===== src/rtl/axis_sink_pkg.sv =====
// axis_sink_pkg
// Shared defaults for the single-word stream receiver.
// Assumes: consumers take the default width unless they override DATA_W.
package axis_sink_pkg;
    localparam int unsigned SINK_DATA_W = 32;
endpackage


===== src/rtl/axis_sink_ready.sv =====
// axis_sink_ready
// Turns the consumer's ready request into the registered TREADY.
// Assumes: usr_rdy is synchronous to clk; reset is synchronous, active low.
module axis_sink_ready (
    input  logic clk,
    input  logic rst_n,
    input  logic usr_rdy,
    output logic tready
);
    // Register the consumer request; cleared in reset.
    always_ff @(posedge clk) begin
        if (!rst_n) begin
            tready <= 1'b0;
        end else begin
            tready <= usr_rdy;
        end
    end
endmodule


===== src/rtl/axis_sink_capture.sv =====
// axis_sink_capture
// Latches one beat (data and last flag) on a handshake and pulses done.
// Assumes: 'take' is the qualified handshake for the current edge.
module axis_sink_capture #(
    parameter int unsigned DATA_W = axis_sink_pkg::SINK_DATA_W
) (
    input  logic              clk,
    input  logic              rst_n,
    input  logic              take,
    input  logic [DATA_W-1:0] in_data,
    input  logic              in_last,
    output logic [DATA_W-1:0] out_data,
    output logic              out_last,
    output logic              out_done
);
    // Word register: loads on a handshake, otherwise holds.
    always_ff @(posedge clk) begin
        if (!rst_n) begin
            out_data <= '0;
            out_last <= 1'b0;
        end else if (take) begin
            out_data <= in_data;
            out_last <= in_last;
        end
    end

    // Done flag: high for the one cycle after each handshake.
    always_ff @(posedge clk) begin
        if (!rst_n) begin
            out_done <= 1'b0;
        end else begin
            out_done <= take;
        end
    end
endmodule


===== src/rtl/axis_word_sink.sv =====
// axis_word_sink
// Single-word stream receiver: TREADY follows the consumer's ready with
// one register of delay; each accepted beat is latched and flagged.
// Assumes: one clock domain, synchronous active-low reset, no buffering.
module axis_word_sink #(
    parameter int unsigned DATA_W = axis_sink_pkg::SINK_DATA_W
) (
    input  logic              clk,
    input  logic              rst_n,
    input  logic              s_tvalid,
    output logic              s_tready,
    input  logic [DATA_W-1:0] s_tdata,
    input  logic              s_tlast,
    input  logic              usr_rdy,
    output logic [DATA_W-1:0] usr_data,
    output logic              usr_last,
    output logic              usr_done
);
    logic tready_q;
    logic hs;

    // Handshake qualification for the current edge.
    always_comb hs = s_tvalid && tready_q;

    assign s_tready = tready_q;

    axis_sink_ready u_ready (
        .clk     (clk),
        .rst_n   (rst_n),
        .usr_rdy (usr_rdy),
        .tready  (tready_q)
    );

    axis_sink_capture #(.DATA_W(DATA_W)) u_capture (
        .clk      (clk),
        .rst_n    (rst_n),
        .take     (hs),
        .in_data  (s_tdata),
        .in_last  (s_tlast),
        .out_data (usr_data),
        .out_last (usr_last),
        .out_done (usr_done)
    );
endmodule


===== config.mk =====
export PLATFORM = sky130hd
export DESIGN_NAME = axis_word_sink
export DESIGN_NICKNAME = d
export VERILOG_FILES = /design/src/rtl/axis_sink_pkg.sv /design/src/rtl/axis_sink_ready.sv /design/src/rtl/axis_sink_capture.sv /design/src/rtl/axis_word_sink.sv
export SDC_FILE = /design/constraint.sdc
export NUM_CORES = 1
export LEC_CHECK = 0
export BUFFER_PORTS_ARGS = -buffer_cell sky130_fd_sc_hd__clkbuf_2
export CAP_MARGIN = 10
export CORE_UTILIZATION = 38
export DETAILED_ROUTE_END_ITERATION = 8
export GPL_TIMING_DRIVEN = 0
export PLACE_DENSITY_LB_ADDON = 0.05
export SLEW_MARGIN = 10
export SYNTH_ARGS = -nofsm -noshare
export SYNTH_HDL_FRONTEND = slang
export SYNTH_SLANG_ARGS = --single-unit

===== constraint.sdc =====
create_clock -name clk -period 1.21 [get_ports clk]
set_input_delay 0.0605 -clock clk [delete_from_list [all_inputs] [get_ports clk]]
set_output_delay 0.0605 -clock clk [all_outputs]
set_load 0.02 [all_outputs]

== Word level (Yosys, flattened, before mapping) ==
Index checks and enable logic that the tools add are counted.
Word-level totals
  bits in registers: 35
  latch bits: 0
  RAM bits: 0
  ROM bits: 0
  input port bits: 37
  output and inout port bits: 35
  memories: 0
Operators by class
  add/subtract/negate cells: 0
  multipliers: 0
  divide/modulo/power cells: 0
  order comparisons: 0
  equal/unequal tests: 0
  shift operators: 0
  mux-type cells: 0
  bitwise logic cells: 0
  reduce and logical (&&, ||, !) cells: 1
Operator list (count)
  1-bit logical AND: 1

== Depth between registers and ports, before layout ==
Gate-level depths: netlist of run 1.
  word-level depth: 1
  depth in mapped cells: 5
  mapped depth without buffers: 2

== Hierarchy ==
From an unflattened synthesis of run 1, not the netlist that was laid out.
Unflattened totals
  cell total of the unflattened synthesis: 111
  area, all modules: 1338.8 sq um
Modules (own cells, without submodules)
  axis_sink_capture: instances 1, cells an instance 108, area an instance 1306.3 sq um
  axis_sink_ready: instances 1, cells an instance 2, area an instance 26.3 sq um
  axis_word_sink: instances 1, cells an instance 1, area an instance 6.3 sq um

== Least setup slack after synthesis of run 1 ==
No wires, ideal clock.
  kind: register -> register
  start: register u_ready.tready
  end: register u_capture.out_data[0]
  library setup time: 0.115 ns
  arrival time: 1.002 ns
  required time: 1.095 ns
  path slack: 0.093 ns
  stages on the path, launching flop included: 5
  buffers on the path: 2
  cells stage by stage: dfxtp_1 buf_2 and2_4 buf_6 o21ai_2
Between the ends
  cells in the longest elaborated chain, start to end: 1
RTL lines
  start: declaration: RTL line axis_sink_ready.sv:8  | output logic tready
  start signal: assignment: RTL line axis_sink_ready.sv:15  | tready <= usr_rdy;
  1-bit logical AND: RTL line axis_word_sink.sv:23  | always_comb hs = s_tvalid && tready_q;
  end signal: assignment: RTL line axis_sink_capture.sv:22  | out_data <= in_data;
  end: declaration: RTL line axis_sink_capture.sv:12  | output logic [DATA_W-1:0] out_data,
No other way between the ends.
A chain may end at the register's enable or synchronous reset.

== Worst setup path after layout of run 1 ==
  start: register u_ready.tready
  end: register u_capture.out_data[3]
Same word-level chain as after synthesis.

==> results of run 1 <==
placed cells by master (no fill, tap or decap):
master,synthesis,final
buf_2,12,12
o21ai_0,3,3
buf_4,2,2
buf_6,5,5
dlygate4sd3_1,0,35
nand2_1,33,33
and2_1,1,1
and2_4,1,1
clkbuf_4,0,5
o21ai_2,11,11
and3_1,1,1
nand4_1,33,33
clkbuf_1,0,1
clkbuf_2,0,69
o21ai_1,19,19
dfxtp_1,35,35
clkbuf_8,0,2
state kept, by name, indices dropped and copies added (netlist names):
register,flops
u_capture.out_last,1
u_capture.out_done,1
u_capture.out_data,32
u_ready.tready,1
power groups by stage:
| stage | Sequential (mW) | Clock (mW) | Combinational [mW] |
|---|---|---|---|
| after floorplan | 1.29 | 0 | 0.132 |
| after global placement | 1.24 | 0 | 0.304 |
| after detailed placement | 1.24 | 0 | 0.308 |
| after CTS | 1.21 | 0.745 | 0.398 |
| after global routing | 1.22 | 0.796 | 0.431 |
| final | 1.21 | 0.729 | 0.399 |
what timing repair did:
item	in CTS	in global routing
hold buffers	35	0
hold endpoints to repair	35	0
setup buffers	0	0
routing by layer:
metal	routed length (µm)	vias to the layer above	GRT usage
li1	-	781	-
met1	1680	684	0.244
met2	1840	62	0.349
met3	234	9	0.0693
met4	73	0	0.0727
met5	0	-	0
tightest hold or removal path: cells and delay by family:
kind | cells | cell delay [ns]
buffers and inverters | 2 | 0.27
AND/OR/NAND/NOR | 1 | 0.08
AO/OA/AOI/OAI | 1 | 0.04
metrics by stage:
stage,area [µm²],power [mW],cells
after floorplan,1390,1.42,156
after global routing,2210,2.44,314
after global placement,1790,1.54,271
after CTS,2210,2.35,314
final,2210,2.34,314
after detailed placement,1790,1.55,271
cell families after synthesis:
logic type | Yosys count | synth area share
AOI/OAI and AO/OA | 33 | 0.149
DFF | 35 | 0.504
and+or+nand+nor | 69 | 0.253
buffers and inverters | 19 | 0.0945
how the worst max path moves through the flow:
stage	from	endpoint	slack, ns	cells past startpoint
2_1_floorplan	u_ready.tready$_SDFF_PN0_	u_capture.out_data[0]$_SDFFE_PN0P_	0.09	4
3_3_place_gp	u_ready.tready$_SDFF_PN0_	u_capture.out_data[31]$_SDFFE_PN0P_	0.14	4
4_1_cts	u_ready.tready$_SDFF_PN0_	u_capture.out_data[0]$_SDFFE_PN0P_	0.11	4
5_1_grt	u_ready.tready$_SDFF_PN0_	u_capture.out_data[0]$_SDFFE_PN0P_	0.06	4
3_5_place_dp	u_ready.tready$_SDFF_PN0_	u_capture.out_data[2]$_SDFFE_PN0P_	0.13	4
6_report	u_ready.tready$_SDFF_PN0_	u_capture.out_data[3]$_SDFFE_PN0P_	0.12	4
layout make-up:
type / instances / area, µm² / share of cell area
well taps: 46 / 57.6 / 0.0260
clock buffers: 8 / 68.8 / 0.0311
plain buffers: 19 / 131 / 0.0594
flip-flops and latches: 35 / 701 / 0.317
multi-input cells: 102 / 558 / 0.252
repair buffers: 104 / 696 / 0.314
==> flow_summary_export.csv, run 1 <==
group,metric,value,unit
die,dieArea,3900,µm²
min_path,worstHoldEndpoint,"u_capture.out_data[1]$_SDFFE_PN0P_",
drt,vias_per_cell,4.89,
setup_path,reg2reg_depth,4,
timing,worst_pin_slew,0.198,ns
timing,whs,0.138,ns
setup_path,path_buf_inv,2,
die,initial_core_util,0.407,
clock_network,cts.clk_slew.worst_paths,0.10,ns
die,die_x,62.5,µm
drt,drt-initial-drc-count,76,
logic_synthesis,synth_edf_count,0,
power,comb_power_share,0.171,
power,p_seq_frac,0.518,
clock_network,cts_resized,0,
clock_network,clkLatencyLatePin,0.34,ns
logic_synthesis,yosysTopAreaCellShare,0.504,
timing,setup_tns,0,ns
drt,firstDrtPassIters,4,
logic_synthesis,yosysMostFrequentCell,"dfxtp_1",
global_route,antenna_found_initial,0,
drt,wire_per_inst,12.2,µm
power,p_clk_frac,0.312,
setup_path,cp-start-kind,"register",
die,die_h,62.5,µm
logic_synthesis,synth_commonest_cells,"35 x dfxtp_1, 33 x nand2_1, 33 x nand4_1",
timing,hold_violations,0,
global_route,grt_max_degree,11,
logic_synthesis,ys_top_cells_by_area,"dfxtp_1 50%, nand4_1 15%, nand2_1 8.9%, o21ai_2 6.9%, o21ai_1 6.8%",
timing,skew,0.00253,ns
run_status,status,"complete, no violations",
layout,diodes,0,
drt,ant_nets,0,
global_route,grt_pass1_vias,1404,
setup_path,worstReg2RegStart,"u_ready.tready$_SDFF_PN0_",
die,rows,21,
setup_path,slowest_delay,0.33,ns
setup_path,rrSetupSlack,0.12,ns
drt,post-route-drc-count,0,
setup_path,crit_family,"buffers and inverters",
setup_path,cp-end-kind,"register",
min_path,hold_start,"rst_n",
min_path,hold_depth,4,
setup_path,slowest_stage,"dfxtp_1",
timing,setup_viol,0,
drt,num_vias,1536,
logic_synthesis,synth_ff_type,"dfxtp_1",
setup_path,r2r-end,"u_capture.out_data[3]$_SDFFE_PN0P_",
clock_network,cts_max_path_buffers,2,
global_route,grt.overflow.total,0,
timing,worst_slack,0.117,ns
logic_synthesis,synth_fp_nets,193,
power,p_leak,0.997,nW
logic_synthesis,yosysSeqAreaShare,0.504,
place,dp_hpwl,2.48,mm
power,irDropWorstVdd,0.855,mV
place,gp_congestion,0.720,
global_route,grt_use_total,0.207,
place,pre_cts_ws,0.129,ns
layout,fill_cells,313,
setup_path,cp_cell_sequence,"buf_2 -> and2_4 -> buf_6 -> o21ai_2",
layout,fin_nets,304,
layout,drive_above_1_share,0.399,
flow_run,cap_violations,0,
timing,period_minus_slack,1.09,ns
clock_network,cts-htree-levels,2,
power,cell_internal_pwr,1.73,mW
logic_synthesis,yosysTopAreaCell,"dfxtp_1",
logic_synthesis,yosysWarnings,0,
timing,slew_headroom,0.868,
logic_synthesis,ys_ff_latch,35,
clock_network,numCtsBuffers,5,
timing,slew_violations,0,
layout,final_core_util,0.648,
setup_path,worstPathRequired,1.45,ns
logic_synthesis,avgSynthCellArea,8.91,µm²
power,sw_frac_of_total,0.261,
die,pin_count,72,
setup_path,critical_path_class,"register to register",
min_path,hold_class,"primary input to register",
logic_synthesis,ys_types,12,
drt,drt-total-wl,3.83,mm
place,place.port_buffers,69,
setup_path,crit_arrival,1.33,ns
logic_synthesis,syn-cell-area,1390,µm²
layout,syn_to_final_growth,59.1,%
logic_synthesis,synth_cells,156,
logic_synthesis,async_flop_share,0,
timing,grt_setup_unrepaired,"false",
power,p_sw,0.611,mW
die,design.core.area,3420,µm²
setup_path,crit_fanout,10,
timing,fmax,915,MHz
clock_network,cts-root-buf,"clkbuf_4",
clock_network,cts.sinks,35,
global_route,grt_first_pass_wirelength,6.33,mm
timing,finalCritPeriodShare,0.904,
clock_network,cts_tree,"yes",
power,cellPowerDensity,1060,nW/µm²
(Power assumes the default switching activity.)
==> inputs of run 2 (changes only) <==
--- a/config.mk
+++ b/config.mk
@@ -7,2 +7,3 @@
 export LEC_CHECK = 0
+export ABC_AREA = 1
 export BUFFER_PORTS_ARGS = -buffer_cell sky130_fd_sc_hd__clkbuf_2
==> constraint.sdc (replaced) <==
create_clock -name clk -period 1.21 [get_ports clk]
set_input_delay 0.121 -clock clk [delete_from_list [all_inputs] [get_ports clk]]
set_output_delay 0.121 -clock clk [all_outputs]
set_load 0.02 [all_outputs]
==> run 2 against run 1 <==
Net effect: final cell count rose by 8.9%; critical path type unchanged; critical path depth rose by 1; cell area decreased by 12%; critical endpoint is now u_capture.out_data[24]$_SDFFE_PN0P_; utilization shrank 11 points; clock skew fell by 0.00092 ns; global-route usage down 4.8 points; count of clock-buffer cells in the layout unchanged.
==> flow_summary_export.csv, run 2 <==
group,metric,value,unit
run_status,status,"complete, no violations",
power,comb_power_share,0.146,
clock_network,numCtsBuffers,5,
die,dieArea,4060,µm²
layout,final_common_cell,"clkbuf_2",
logic_synthesis,avgSynthCellArea,6.70,µm²
drt,drt-initial-drc-count,81,
layout,largest_reg_flops,32,
setup_path,reg2reg_depth,5,
die,die_h,63.7,µm
drt,num_vias,1372,
layout,diodes,0,
global_route,grt_use_total,0.159,
place,place.port_buffers,70,
power,cell_internal_pwr,1.88,mW
clock_network,hold_buffers,0,
min_path,hold_depth,3,
setup_path,crit_start,"u_ready.tready$_SDFF_PN0_",
layout,regMostFlops,"u_capture.out_data",
min_path,hold_class,"primary input to register",
logic_synthesis,yosysMostFrequentCell,"nand2_1",
setup_path,crit_path_end,"u_capture.out_data[24]$_SDFFE_PN0P_",
timing,slew_headroom,0.870,
drt,ant_nets,0,
drt,post-route-drc-count,0,
logic_synthesis,ys_top_cells_by_area,"dfxtp_1 48%, nand2_1 17%, nor2_1 15%, inv_1 9.1%, nor2_2 4.3%",
setup_path,cp_cell_sequence,"nand2_2 -> buf_6 -> buf_6 -> nor2_1 -> nor2_1",
logic_synthesis,synth_fp_nets,253,
timing,finalCritPeriodShare,0.786,
setup_path,crit_fanout,10,
die,design.core.area,3660,µm²
setup_path,crit_arrival,1.13,ns
clock_network,cts.clk_slew.worst_paths,0.07,ns
layout,drive_above_1_share,0.337,
logic_synthesis,async_flop_share,0,
power,p_seq_frac,0.490,
clock_network,clkLatencyLatePin,0.28,ns
logic_synthesis,yosysTopAreaCell,"dfxtp_1",
drt,firstDrtPassIters,4,
logic_synthesis,ys_ff_latch,35,
setup_path,slowest_delay,0.34,ns
global_route,grt_pass1_vias,1145,
logic_synthesis,synth_cells,216,
die,pin_count,72,
power,irDropWorstVdd,0.731,mV
layout,final_cell_mix,"70 x clkbuf_2, 67 x nand2_1, 57 x nor2_1",
setup_path,cp-end-kind,"register",
setup_path,worstReg2RegStart,"u_ready.tready$_SDFF_PN0_",
logic_synthesis,yosysTopAreaCellShare,0.484,
layout,fill_cells,398,
power,power,2.53,mW
timing,whs,0.0173,ns
timing,setup_tns,0,ns
timing,period_minus_slack,0.951,ns
clock_network,post-cts-setup-buffers,0,
timing,skew,0.00160,ns
drt,wire_per_inst,8.65,µm
timing,worst_pin_slew,0.195,ns
logic_synthesis,yosysSeqAreaShare,0.484,
global_route,antenna_found_initial,0,
clock_network,cts.sinks,35,
drt,vias_per_cell,4.01,
clock_network,cts-htree-levels,2,
setup_path,slowest_stage,"dfxtp_1",
clock_network,cts_tree,"yes",
global_route,grt.overflow.total,0,
global_route,grt_first_pass_wirelength,4.93,mm
place,dp_hpwl,2.15,mm
layout,syn_to_final_growth,35.3,%
logic_synthesis,yosysWarnings,0,
logic_synthesis,synth_edf_count,0,
power,cellPowerDensity,1290,nW/µm²
setup_path,cp-start-kind,"register",
timing,slew_violations,0,
timing,grt_setup_unrepaired,"false",
timing,hold_violations,0,
die,initial_core_util,0.395,
logic_synthesis,synth_ff_type,"dfxtp_1",
layout,final_core_util,0.535,
power,p_leak,1.18,nW
logic_synthesis,syn-cell-area,1450,µm²
die,rows,22,
global_route,grt_max_degree,11,
drt,drt-total-wl,2.96,mm
layout,fin_nets,330,
clock_network,cts_max_path_buffers,2,
setup_path,worstPathRequired,1.39,ns
timing,setup_viol,0,
logic_synthesis,ys_types,8,
logic_synthesis,synth_commonest_cells,"67 x nand2_1, 57 x nor2_1, 35 x dfxtp_1, 35 x inv_1, 10 x nor2_2",
die,die_x,63.7,µm
setup_path,r2r-end,"u_capture.out_data[24]$_SDFFE_PN0P_",
clock_network,cts_resized,0,
timing,fmax,1050,MHz
flow_run,cap_violations,0,
setup_path,critical_path_class,"register to register",
setup_path,rrSetupSlack,0.26,ns
power,p_clk_frac,0.364,
power,sw_frac_of_total,0.258,
power,p_sw,0.652,mW
clock_network,cts-root-buf,"clkbuf_8",
place,gp_congestion,0.690,
[run 2: kinds of logic (layout without fill, tap and decap cells)]
logic type,Yosys count,after routing,synth area share
buffers and inverters,46,124,0.146
flip-flops,35,35,0.484
AND/OR/NAND/NOR,135,135,0.369
[run 2: metrics by stage]
stage               worst slack (ns)  cells  area, µm²
floorplan                      0.177    216       1450
global placement               0.276    334       1860
detailed placement             0.254    334       1860
CTS                            0.240    342       1960
global route                   0.161    342       1960
finish                         0.259    342       1960
[run 2: cell type report]
cell class | instances | area, µm² | area share
clock buffers | 8 | 100 | 0.0512
well taps | 48 | 60.1 | 0.0307
plain buffers | 11 | 80.1 | 0.0409
flip-flops and latches | 35 | 701 | 0.358
inverters | 35 | 131 | 0.0671
repair buffers | 70 | 350 | 0.179
multi-input cells | 135 | 534 | 0.273
[run 2: per-layer routing]
| metal | vias up | wire (µm) | global-route usage |
|---|---|---|---|
| met5 | - | 0 | 0 |
| met4 | 0 | 53 | 0.0682 |
| met3 | 5 | 229 | 0.0688 |
| met2 | 48 | 1250 | 0.237 |
| met1 | 557 | 1420 | 0.198 |
| li1 | 762 | - | - |
[run 2: worst min-delay path by stage]
stage | slack [ns] | start | endpoint
after floorplan | 0.22 | usr_rdy | u_ready.tready$_SDFF_PN0_
after global placement | 0.30 | usr_rdy | u_ready.tready$_SDFF_PN0_
after detailed placement | 0.31 | usr_rdy | u_ready.tready$_SDFF_PN0_
after CTS | 0.009 | usr_rdy | u_ready.tready$_SDFF_PN0_
after global routing | 0.04 | usr_rdy | u_ready.tready$_SDFF_PN0_
final | 0.02 | usr_rdy | u_ready.tready$_SDFF_PN0_
[run 2: worst max-delay path, delay by kind of cell (launching register included)]
family | cells | cell delay [ns]
buf+inv | 2 | 0.29
flops | 1 | 0.34
simple gates | 3 | 0.22
[run 2: power groups by stage]
stage	registers [mW]	logic, mW	clock network (mW)
finish	1.24	0.369	0.921
global route	1.25	0.415	1.02
CTS	1.24	0.375	0.954
detailed placement	1.27	0.373	0
global placement	1.27	0.371	0
floorplan	1.34	0.153	0
